## src/rtl/cpu_rst_pkg.sv

```systemverilog
package cpu_rst_pkg;
  localparam int unsigned DATA_W      = 8;
  localparam int unsigned STAT_W      = 3;
  localparam int unsigned PULSE_DEF   = 16;
  localparam int unsigned RET_DEF     = 16;
  localparam logic [DATA_W-1:0] CMD_PULSE_DEF = 8'hFE;
  localparam logic [STAT_W-1:0] HALT_CODE_DEF = 3'b101;

  // fixed low addresses; the retained bank sits in the upper half of the map
  localparam int unsigned A_CMD  = 0;
  localparam int unsigned A_CTRL = 1;

  typedef struct packed {
    logic sd_en;
    logic warm;
  } ctrl_t;
endpackage

```

## src/rtl/cpu_rst_trig.sv

```systemverilog
module cpu_rst_trig
  import cpu_rst_pkg::*;
#(
  parameter int unsigned ADDR_W = 5,
  parameter logic [DATA_W-1:0] CMD_PULSE = CMD_PULSE_DEF,
  parameter logic [STAT_W-1:0] HALT_CODE = HALT_CODE_DEF
) (
  input  logic              we_i,
  input  logic [ADDR_W-1:0] addr_i,
  input  logic [DATA_W-1:0] wdata_i,
  input  logic              bus_cyc_i,
  input  logic [STAT_W-1:0] bus_stat_i,
  input  logic              bus_a1_i,
  input  logic              sd_en_i,
  output logic              trig_o
);
  logic cmd_hit;
  logic halt_cyc;
  logic sd_hit;

  always_comb begin
    cmd_hit  = we_i && (addr_i == ADDR_W'(A_CMD)) && (wdata_i == CMD_PULSE);
    halt_cyc = bus_cyc_i && (bus_stat_i == HALT_CODE);
    // A1 low marks shutdown, A1 high a plain halt
    sd_hit   = halt_cyc && !bus_a1_i && sd_en_i;
    trig_o   = cmd_hit || sd_hit;
  end
endmodule

```

## src/rtl/cpu_rst_stretch.sv

```systemverilog
module cpu_rst_stretch #(
  parameter int unsigned PULSE_LEN = 16
) (
  input  logic clk_i,
  input  logic rst_ni,
  input  logic trig_i,
  output logic cpu_rst_o
);
  localparam int unsigned CNT_W = (PULSE_LEN > 2) ? $clog2(PULSE_LEN) : 1;

  logic             active_q;
  logic [CNT_W-1:0] cnt_q;

  // active_q resets high: the line follows the system reset and drops one edge after release
  always_ff @(posedge clk_i or negedge rst_ni) begin
    if (!rst_ni) begin
      active_q <= 1'b1;
      cnt_q    <= '0;
    end else if (active_q) begin
      if (cnt_q == '0) active_q <= 1'b0;
      else             cnt_q    <= cnt_q - 1'b1;
    end else if (trig_i) begin
      active_q <= 1'b1;
      cnt_q    <= CNT_W'(PULSE_LEN - 1);
    end
  end

  assign cpu_rst_o = active_q;
endmodule

```

## src/rtl/cpu_rst_regs.sv

```systemverilog
module cpu_rst_regs
  import cpu_rst_pkg::*;
#(
  parameter int unsigned RET_DEPTH = 16,
  parameter int unsigned ADDR_W    = 5
) (
  input  logic              clk_i,
  input  logic              rst_ni,
  input  logic              we_i,
  input  logic [ADDR_W-1:0] addr_i,
  input  logic [DATA_W-1:0] wdata_i,
  output logic [DATA_W-1:0] rdata_o,
  output logic              warm_o,
  output logic              sd_en_o
);
  localparam int unsigned IDX_W = $clog2(RET_DEPTH);

  ctrl_t            ctrl_q;
  logic [DATA_W-1:0] ret_q [RET_DEPTH];
  logic              ret_sel;
  logic              ctrl_sel;
  logic [IDX_W-1:0]  idx;

  assign ret_sel  = addr_i[ADDR_W-1];
  assign ctrl_sel = (addr_i == ADDR_W'(A_CTRL));
  assign idx      = addr_i[IDX_W-1:0];

  always_ff @(posedge clk_i or negedge rst_ni) begin
    if (!rst_ni) begin
      ctrl_q.warm  <= 1'b0;
      ctrl_q.sd_en <= 1'b1;
    end else if (we_i && ctrl_sel) begin
      ctrl_q.warm  <= ctrl_q.warm | wdata_i[0];
      ctrl_q.sd_en <= wdata_i[1];
    end
  end

  for (genvar i = 0; i < RET_DEPTH; i++) begin : g_ret
    always_ff @(posedge clk_i or negedge rst_ni) begin
      if (!rst_ni)                                    ret_q[i] <= '0;
      else if (we_i && ret_sel && idx == IDX_W'(i))   ret_q[i] <= wdata_i;
    end
  end

  always_comb begin
    rdata_o = '0;
    if (ret_sel)       rdata_o = ret_q[idx];
    else if (ctrl_sel) rdata_o = DATA_W'(ctrl_q);
  end

  assign warm_o  = ctrl_q.warm;
  assign sd_en_o = ctrl_q.sd_en;
endmodule

```

## src/rtl/cpu_rst_gen.sv

```systemverilog
module cpu_rst_gen
  import cpu_rst_pkg::*;
#(
  parameter int unsigned PULSE_LEN = PULSE_DEF,
  parameter int unsigned RET_DEPTH = RET_DEF,
  parameter logic [DATA_W-1:0] CMD_PULSE = CMD_PULSE_DEF,
  parameter logic [STAT_W-1:0] HALT_CODE = HALT_CODE_DEF,
  localparam int unsigned ADDR_W = $clog2(RET_DEPTH) + 1
) (
  input  logic              clk_i,
  input  logic              rst_ni,
  input  logic              reg_we_i,
  input  logic [ADDR_W-1:0] reg_addr_i,
  input  logic [DATA_W-1:0] reg_wdata_i,
  output logic [DATA_W-1:0] reg_rdata_o,
  input  logic              bus_cyc_i,
  input  logic [STAT_W-1:0] bus_stat_i,
  input  logic              bus_a1_i,
  output logic              cpu_rst_o
);
  logic warm_flag;
  logic sd_en;
  logic trig;

  cpu_rst_regs #(
    .RET_DEPTH (RET_DEPTH),
    .ADDR_W    (ADDR_W)
  ) u_regs (
    .clk_i   (clk_i),
    .rst_ni  (rst_ni),
    .we_i    (reg_we_i),
    .addr_i  (reg_addr_i),
    .wdata_i (reg_wdata_i),
    .rdata_o (reg_rdata_o),
    .warm_o  (warm_flag),
    .sd_en_o (sd_en)
  );

  cpu_rst_trig #(
    .ADDR_W    (ADDR_W),
    .CMD_PULSE (CMD_PULSE),
    .HALT_CODE (HALT_CODE)
  ) u_trig (
    .we_i       (reg_we_i),
    .addr_i     (reg_addr_i),
    .wdata_i    (reg_wdata_i),
    .bus_cyc_i  (bus_cyc_i),
    .bus_stat_i (bus_stat_i),
    .bus_a1_i   (bus_a1_i),
    .sd_en_i    (sd_en),
    .trig_o     (trig)
  );

  cpu_rst_stretch #(
    .PULSE_LEN (PULSE_LEN)
  ) u_stretch (
    .clk_i     (clk_i),
    .rst_ni    (rst_ni),
    .trig_i    (trig),
    .cpu_rst_o (cpu_rst_o)
  );
endmodule

```

## config.mk

```make
export PLATFORM = sky130hd
export DESIGN_NAME = cpu_rst_gen
export DESIGN_NICKNAME = d
export VERILOG_FILES = /design/src/rtl/cpu_rst_pkg.sv /design/src/rtl/cpu_rst_trig.sv /design/src/rtl/cpu_rst_stretch.sv /design/src/rtl/cpu_rst_regs.sv /design/src/rtl/cpu_rst_gen.sv
export SDC_FILE = /design/constraint.sdc
export NUM_CORES = 1
export LEC_CHECK = 0
export ABC_CLOCK_PERIOD_IN_PS = 1600
export BUFFER_PORTS_ARGS = -buffer_cell sky130_fd_sc_hd__buf_2
export CAP_MARGIN = 20
export CELL_PAD_IN_SITES_DETAIL_PLACEMENT = 1
export CELL_PAD_IN_SITES_GLOBAL_PLACEMENT = 2
export CORE_MARGIN = 3
export CORE_UTILIZATION = 45
export CTS_CLUSTER_SIZE = 30
export DETAILED_ROUTE_END_ITERATION = 12
export HOLD_SLACK_MARGIN = 0.05
export PLACE_DENSITY = 0.75
export SLEW_MARGIN = 10
export SYNTH_ARGS = -nofsm -noshare
export SYNTH_HDL_FRONTEND = slang
export SYNTH_SLANG_ARGS = --single-unit
```

## constraint.sdc

```tcl
create_clock -name clk_i -period 1.6 [get_ports clk_i]
set_input_delay 0.16 -clock clk_i [delete_from_list [all_inputs] [get_ports clk_i]]
set_output_delay 0.16 -clock clk_i [all_outputs]
set_load 0.03 [all_outputs]
```

---- Word-level counts from Yosys, hierarchy flattened ----
Cells that the tools add are included.
cells by class
  equality and inequality tests ........... 19
  order comparisons ....................... 1
  muxes and demuxes ....................... 11
  add/subtract/negate cells ............... 1
  bitwise gates (word level) .............. 2
  reductions and logical operators ........ 30
operator list
  kind                   number
  $bmux W8 S4            1
  $eq A4 B4 Y1 const B   8
  $mux W8                3
  $logic_and A1 B1 Y1    23
  $eq A4 B3 Y1 const B   4
  $mux W4                3
  $eq A4 B2 Y1 const B   2
  $eq A8 B8 Y1 const B   1
  $logic_not A4 Y1       2
  $eq A5 B1 Y1 const B   1
  $ge A5 B5 Y1 const B   1
  $logic_not A5 Y1       1
  $not A4 Y5             1
  $eq A4 B1 Y1 const B   1
  $sub A4 B1 Y4 const B  1
  $eq A3 B3 Y1 const B   1
  $mux W1                3
  $mux W2                1
  $ne A2 B2 Y1 const B   1
  $reduce_and A2 Y1      1
  $reduce_bool A2 Y1     1
  $logic_not A1 Y1       1
  $logic_or A1 B1 Y1     1
  $or A1 B1 Y1           1
storage, ports and cells
  input bits .............................. 21
  logic and storage cells ................. 84
  output and inout bits ................... 9
  flip-flop bits (word level) ............. 135

---- Depth between registers and ports, before layout ----
  word-level depth ........................ 7
  mapped depth ............................ 7
  mapped depth without buffers ............ 6

---- By module ----
From an unflattened synthesis, not the netlist that was laid out.
unflattened totals
  cells, all modules ...................... 421
  area total of the unflattened synthesis .. 6503.7 um^2
modules (own cells, without submodules)
  module           cells an instance  instances  seq. area each (um^2)  area each (um^2)
  cpu_rst_regs     386                1          3254.4                 6160.9
  cpu_rst_stretch  27                 1          126.4                  277.8
  cpu_rst_trig     8                  1          0.0                    65.1

---- Worst setup path after synthesis ----
Ideal clock, no wire load.
  kind .................................... input to output
  start ................................... input reg_addr_i[1]
  end ..................................... output reg_rdata_o[1]
  arrival ................................. 1.552 ns
  setup slack ............................. -0.112 ns
  buffers on the path ..................... 3
  cell stages on the path ................. 7
  required time ........................... 1.440 ns
  cells stage by stage .................... buf_2 -> buf_2 -> buf_2 -> mux2i_1 -> a22oi_1 -> nand2_1 -> o211ai_1
on the way
  word-level cells in the longest chain between the ends .. 5
  elaborated cells between the ends (all ways) .. 7
  those cells by class .................... eq/ne: 1; mux: 5; bitwise: 1
RTL lines
  element                                     RTL line            text
  start, declared                             cpu_rst_gen.sv:13   input logic [ADDR_W-1:0] reg_addr_i,
  $not A4 Y5 (implied by the code)            cpu_rst_regs.sv:47  if (ret_sel) rdata_o = ret_q[idx];
  $bmux W8 S4                                 cpu_rst_regs.sv:47
  $mux W8 (implied by the code) (2 in a row)  cpu_rst_regs.sv:47
  $mux W8 (*)                                 cpu_rst_regs.sv:47
  end, declared                               cpu_rst_gen.sv:15   output logic [DATA_W-1:0] reg_rdata_o,
Mark *: on every way between the ends. The rest lies on a longest branch, timed or not. The select of a mux whose other input is x is not followed.

---- Worst setup path in the final report ----
  start ................................... register u_regs.ret_q[38] (netlist name)
  end ..................................... output reg_rdata_o[6]
on the way
  word-level cells in the longest chain between the ends .. 4
RTL lines
  element                                     RTL line            text
  start, declared                             cpu_rst_regs.sv:19  logic [DATA_W-1:0] ret_q [RET_DEPTH];
  start signal, assigned by index             cpu_rst_regs.sv:41  else if (we_i && ret_sel && idx == IDX_W'(i)) ret_q[i] <= wdata_i;
  $bmux W8 S4                                 cpu_rst_regs.sv:47
  $mux W8 (implied by the code) (2 in a row)  cpu_rst_regs.sv:47
  $mux W8                                     cpu_rst_regs.sv:47
Every way passes these cells. The select of a mux whose other input is x is not followed.

==> metrics.yaml <==
run_status:
  status: "finished with violations"
  violations: "negative setup slack"
global_route:
  grt_use_total_pct: 22.7
  grt-ovfl-total: 0
  grt_pass1_vias: 4487
  antenna_found_initial: 0
  grt_first_pass_wirelength_um: 26600
  grt_max_degree: 52
clocking:
  h-tree-depth: 4
  clock-sinks: 135
  cts.clk_slew.worst_paths_ns: 0.06
  clock_latency_ns: 0.42
  ctsRootBufferMaster: "clkbuf_16"
  cts_max_path_buffers: 2
  cts_tree: "yes"
  cts_inserted_buffers: 17
detailed_routing:
  post-route-drc-count: 0
  drtIter0Drc: 150
  drt-total-wl_um: 16600
  firstDrtPassIters: 4
  postRouteAntennaNets: 0
  avgViaCountPerCell: 5.70
  routedWlPerCell_um: 23.6
  vias: 3988
sta:
  tightest_slew_ns: 0.505
  clock_skew_ns: 0.00223
  hold_viol_final: 0
  fmax_mhz: 504
  finalSetupViolations: 8
  fin_ws_ns: -0.383
  fin_crit_ns: 1.98
  finalCritPeriodShare_pct: 124
  slew-limit-headroom_pct: 66.0
  rsz0062_at_grt: "true"
  drv_slew: 0
synth:
  ys_seq_area_share_pct: 53.3
  syn-num-nets: 449
  syn_area_um2: 6350
  syn_area_per_cell_um2: 14.9
  synth.distinct_cells: 38
  synth_cells: 426
  yosys_warnings: 0
  synth_seq_cells: 135
floorplanning:
  coreArea_um2: 13500
  ios: 30
  initial_core_util_pct: 47.0
  die_y_um: 125
  die-area_um2: 15600
  die_width_um: 125
  rows: 42
critical_path:
  cp_max_fo: 2
  cp-start-kind: "flop"
  arrival_ns: 1.82
  required_ns: 1.44
  path_class: "flop to output pin"
  end_kind: "output pin"
flow_run:
  cap_viol_max_count: 0
finish:
  drive_above_1_share_pct: 58.6
  multiInputGateArea_um2: 2930
  area_growth_pct: 26.7
  fin_util_pct: 59.5
  final_nets: 534
  final_cell_mix: "dfrtp_1, mux2_2, buf_4, mux4_2, buf_2"
  insertedDiodeCount: 0
  register_area_um2: 3380
  num-fill-cells: 1242
  stdcell_count: 700
  final_common_cell: "dfrtp_1"
placement:
  gp_congestion: 0.758
  dpl.cell_count: 666
  dp_hpwl_um: 11200
  io_buffers: 29
min_path:
  min_path_type: "input pin to flop"
pwr:
  power_density_nw_per_um2: 1350
  p_leak_nw: 3.58
  peakVddDrop_uv: 901
-- cell type report --
type,count,share of cell area [%]
Clock buffer,20,5.68
Clock inverter,12,2.77
Inverter,3,0.140
Multi-Input combinational cell,263,36.4
Sequential cell,135,42.1
Tap cell,176,2.74
Timing Repair Buffer,91,10.2
-- worst paths after layout --
| check | from | depth (start not counted) | endpoint | slack (ns) |
|---|---|---|---|---|
| setup / recovery | u_regs.ret_q[38]$_DFFE_PN0P_ | 4 | reg_rdata_o[6] | -0.38 |
| hold / removal | reg_we_i | 3 | u_regs.warm_o$_DFFE_PN0P_ | 0.14 |
| setup reg to reg | u_stretch.cnt_q[0]$_DFFE_PN0P_ | 6 | u_stretch.cnt_q[1]$_DFFE_PN0P_ | 0.18 |
| hold reg to reg | u_regs.warm_o$_DFFE_PN0P_ | 1 | u_regs.warm_o$_DFFE_PN0P_ | 0.48 |
| max in group asynchronous | rst_ni | 3 | u_regs.ret_q[108]$_DFFE_PN0P_ | 0.69 |
| min in group asynchronous | rst_ni | 2 | u_stretch.cnt_q[3]$_DFFE_PN0P_ | 0.26 |
-- Yosys cell counts --
master / n / area (µm²)
buf_6: 1 / 11.3
nand2_1: 13 / 48.8
nor3_4: 1 / 16.3
nor3_2: 2 / 20.0
o31ai_1: 1 / 7.51
clkbuf_1: 10 / 37.5
nand4_1: 1 / 6.26
or2_1: 1 / 6.26
nor2_1: 5 / 18.8
nand4b_1: 2 / 17.5
o21ai_0: 1 / 5.00
nor2_2: 6 / 37.5
or3_1: 1 / 6.26
buf_4: 1 / 7.51
nand2b_1: 6 / 37.5
nor2_4: 3 / 33.8
and2_1: 1 / 6.26
nor3b_1: 2 / 15.0
o211ai_1: 2 / 15.0
nor4bb_1: 1 / 10.0
nor2b_1: 3 / 18.8
mux4_2: 26 / 586
nor3_1: 4 / 20.0
nand3_1: 4 / 20.0
inv_1: 3 / 11.3
o22ai_1: 7 / 43.8
mux2i_1: 27 / 270
mux2_2: 129 / 1450
a31o_2: 1 / 8.76
dfrtp_1: 133 / 3330
nand4bb_1: 1 / 11.3
dfstp_2: 2 / 52.6
a21oi_1: 4 / 20.0
and3_1: 1 / 6.26
a22oi_1: 4 / 30.0
ha_1: 2 / 25.0
nor4_2: 1 / 12.5
buf_2: 13 / 65.1
-- sequential cells by signal, summed over array words and instances, names as in the netlist --
signal and cells:
u_regs.sd_en_o 1, u_regs.warm_o 1, u_regs.ret_q 128, u_stretch.cpu_rst_o 1, u_stretch.cnt_q 4
-- metal layers --
layer  vias to the layer above  part of all wire (%)  global-route usage [%]
met5                         -                     0                       0
met4                         0                   1.3                    6.77
met3                        19                   2.5                    4.97
met2                        58                    51                    37.1
met1                      2151                    45                    30.6
li1                       1760                     -                       -
-- critical path, stage by stage, from the launching register on --
cell     delay, ns
dfrtp_1       0.39
mux4_2        0.49
mux2i_2       0.22
o22ai_1       0.12
buf_4         0.18
-- cell families after synthesis --
family	share of synthesized area [%]
flip-flops	53.3
buffers and inverters	2.09
AND/OR/NAND/NOR	5.82
AO/OA/AOI/OAI	2.05
multiplexers	36.4
adder cells (fa/ha/maj)	0.394
-- report_power, final --
part	switching [mW]	internal, mW	leakage (nW)
combinational	0.807	1.06	1.54
sequential	0.380	4.10	1.71
clock	1.49	3.00	0.326
-- repair_timing --
action,in CTS,in global routing
hold endpoints to repair,47,0
hold buffers,1,0
gates resized for setup,23,3
gates cloned,0,0
pin swaps,6,2
setup endpoints to repair,8,8
buffers inserted,1,0
-- per-stage QoR --
| stage | setup WS, ns | cell area (µm²) | setup TNS (ns) | total power [mW] | hold WS [ns] |
|---|---|---|---|---|---|
| floorplan | -0.0180 | 6400 | -0.0180 | 5.64 | -0.136 |
| global placement | -0.269 | 7240 | -10.87 | 6.15 | 0.144 |
| detailed placement | -0.293 | 7240 | -14.03 | 6.26 | 0.151 |
| CTS | -0.414 | 8020 | -2.80 | 10.9 | 0.113 |
| global route | -0.457 | 8040 | -3.06 | 11.3 | 0.133 |
| finish | -0.383 | 8040 | -2.57 | 10.8 | 0.136 |
Note: power is estimated with default switching activity, not from simulation.
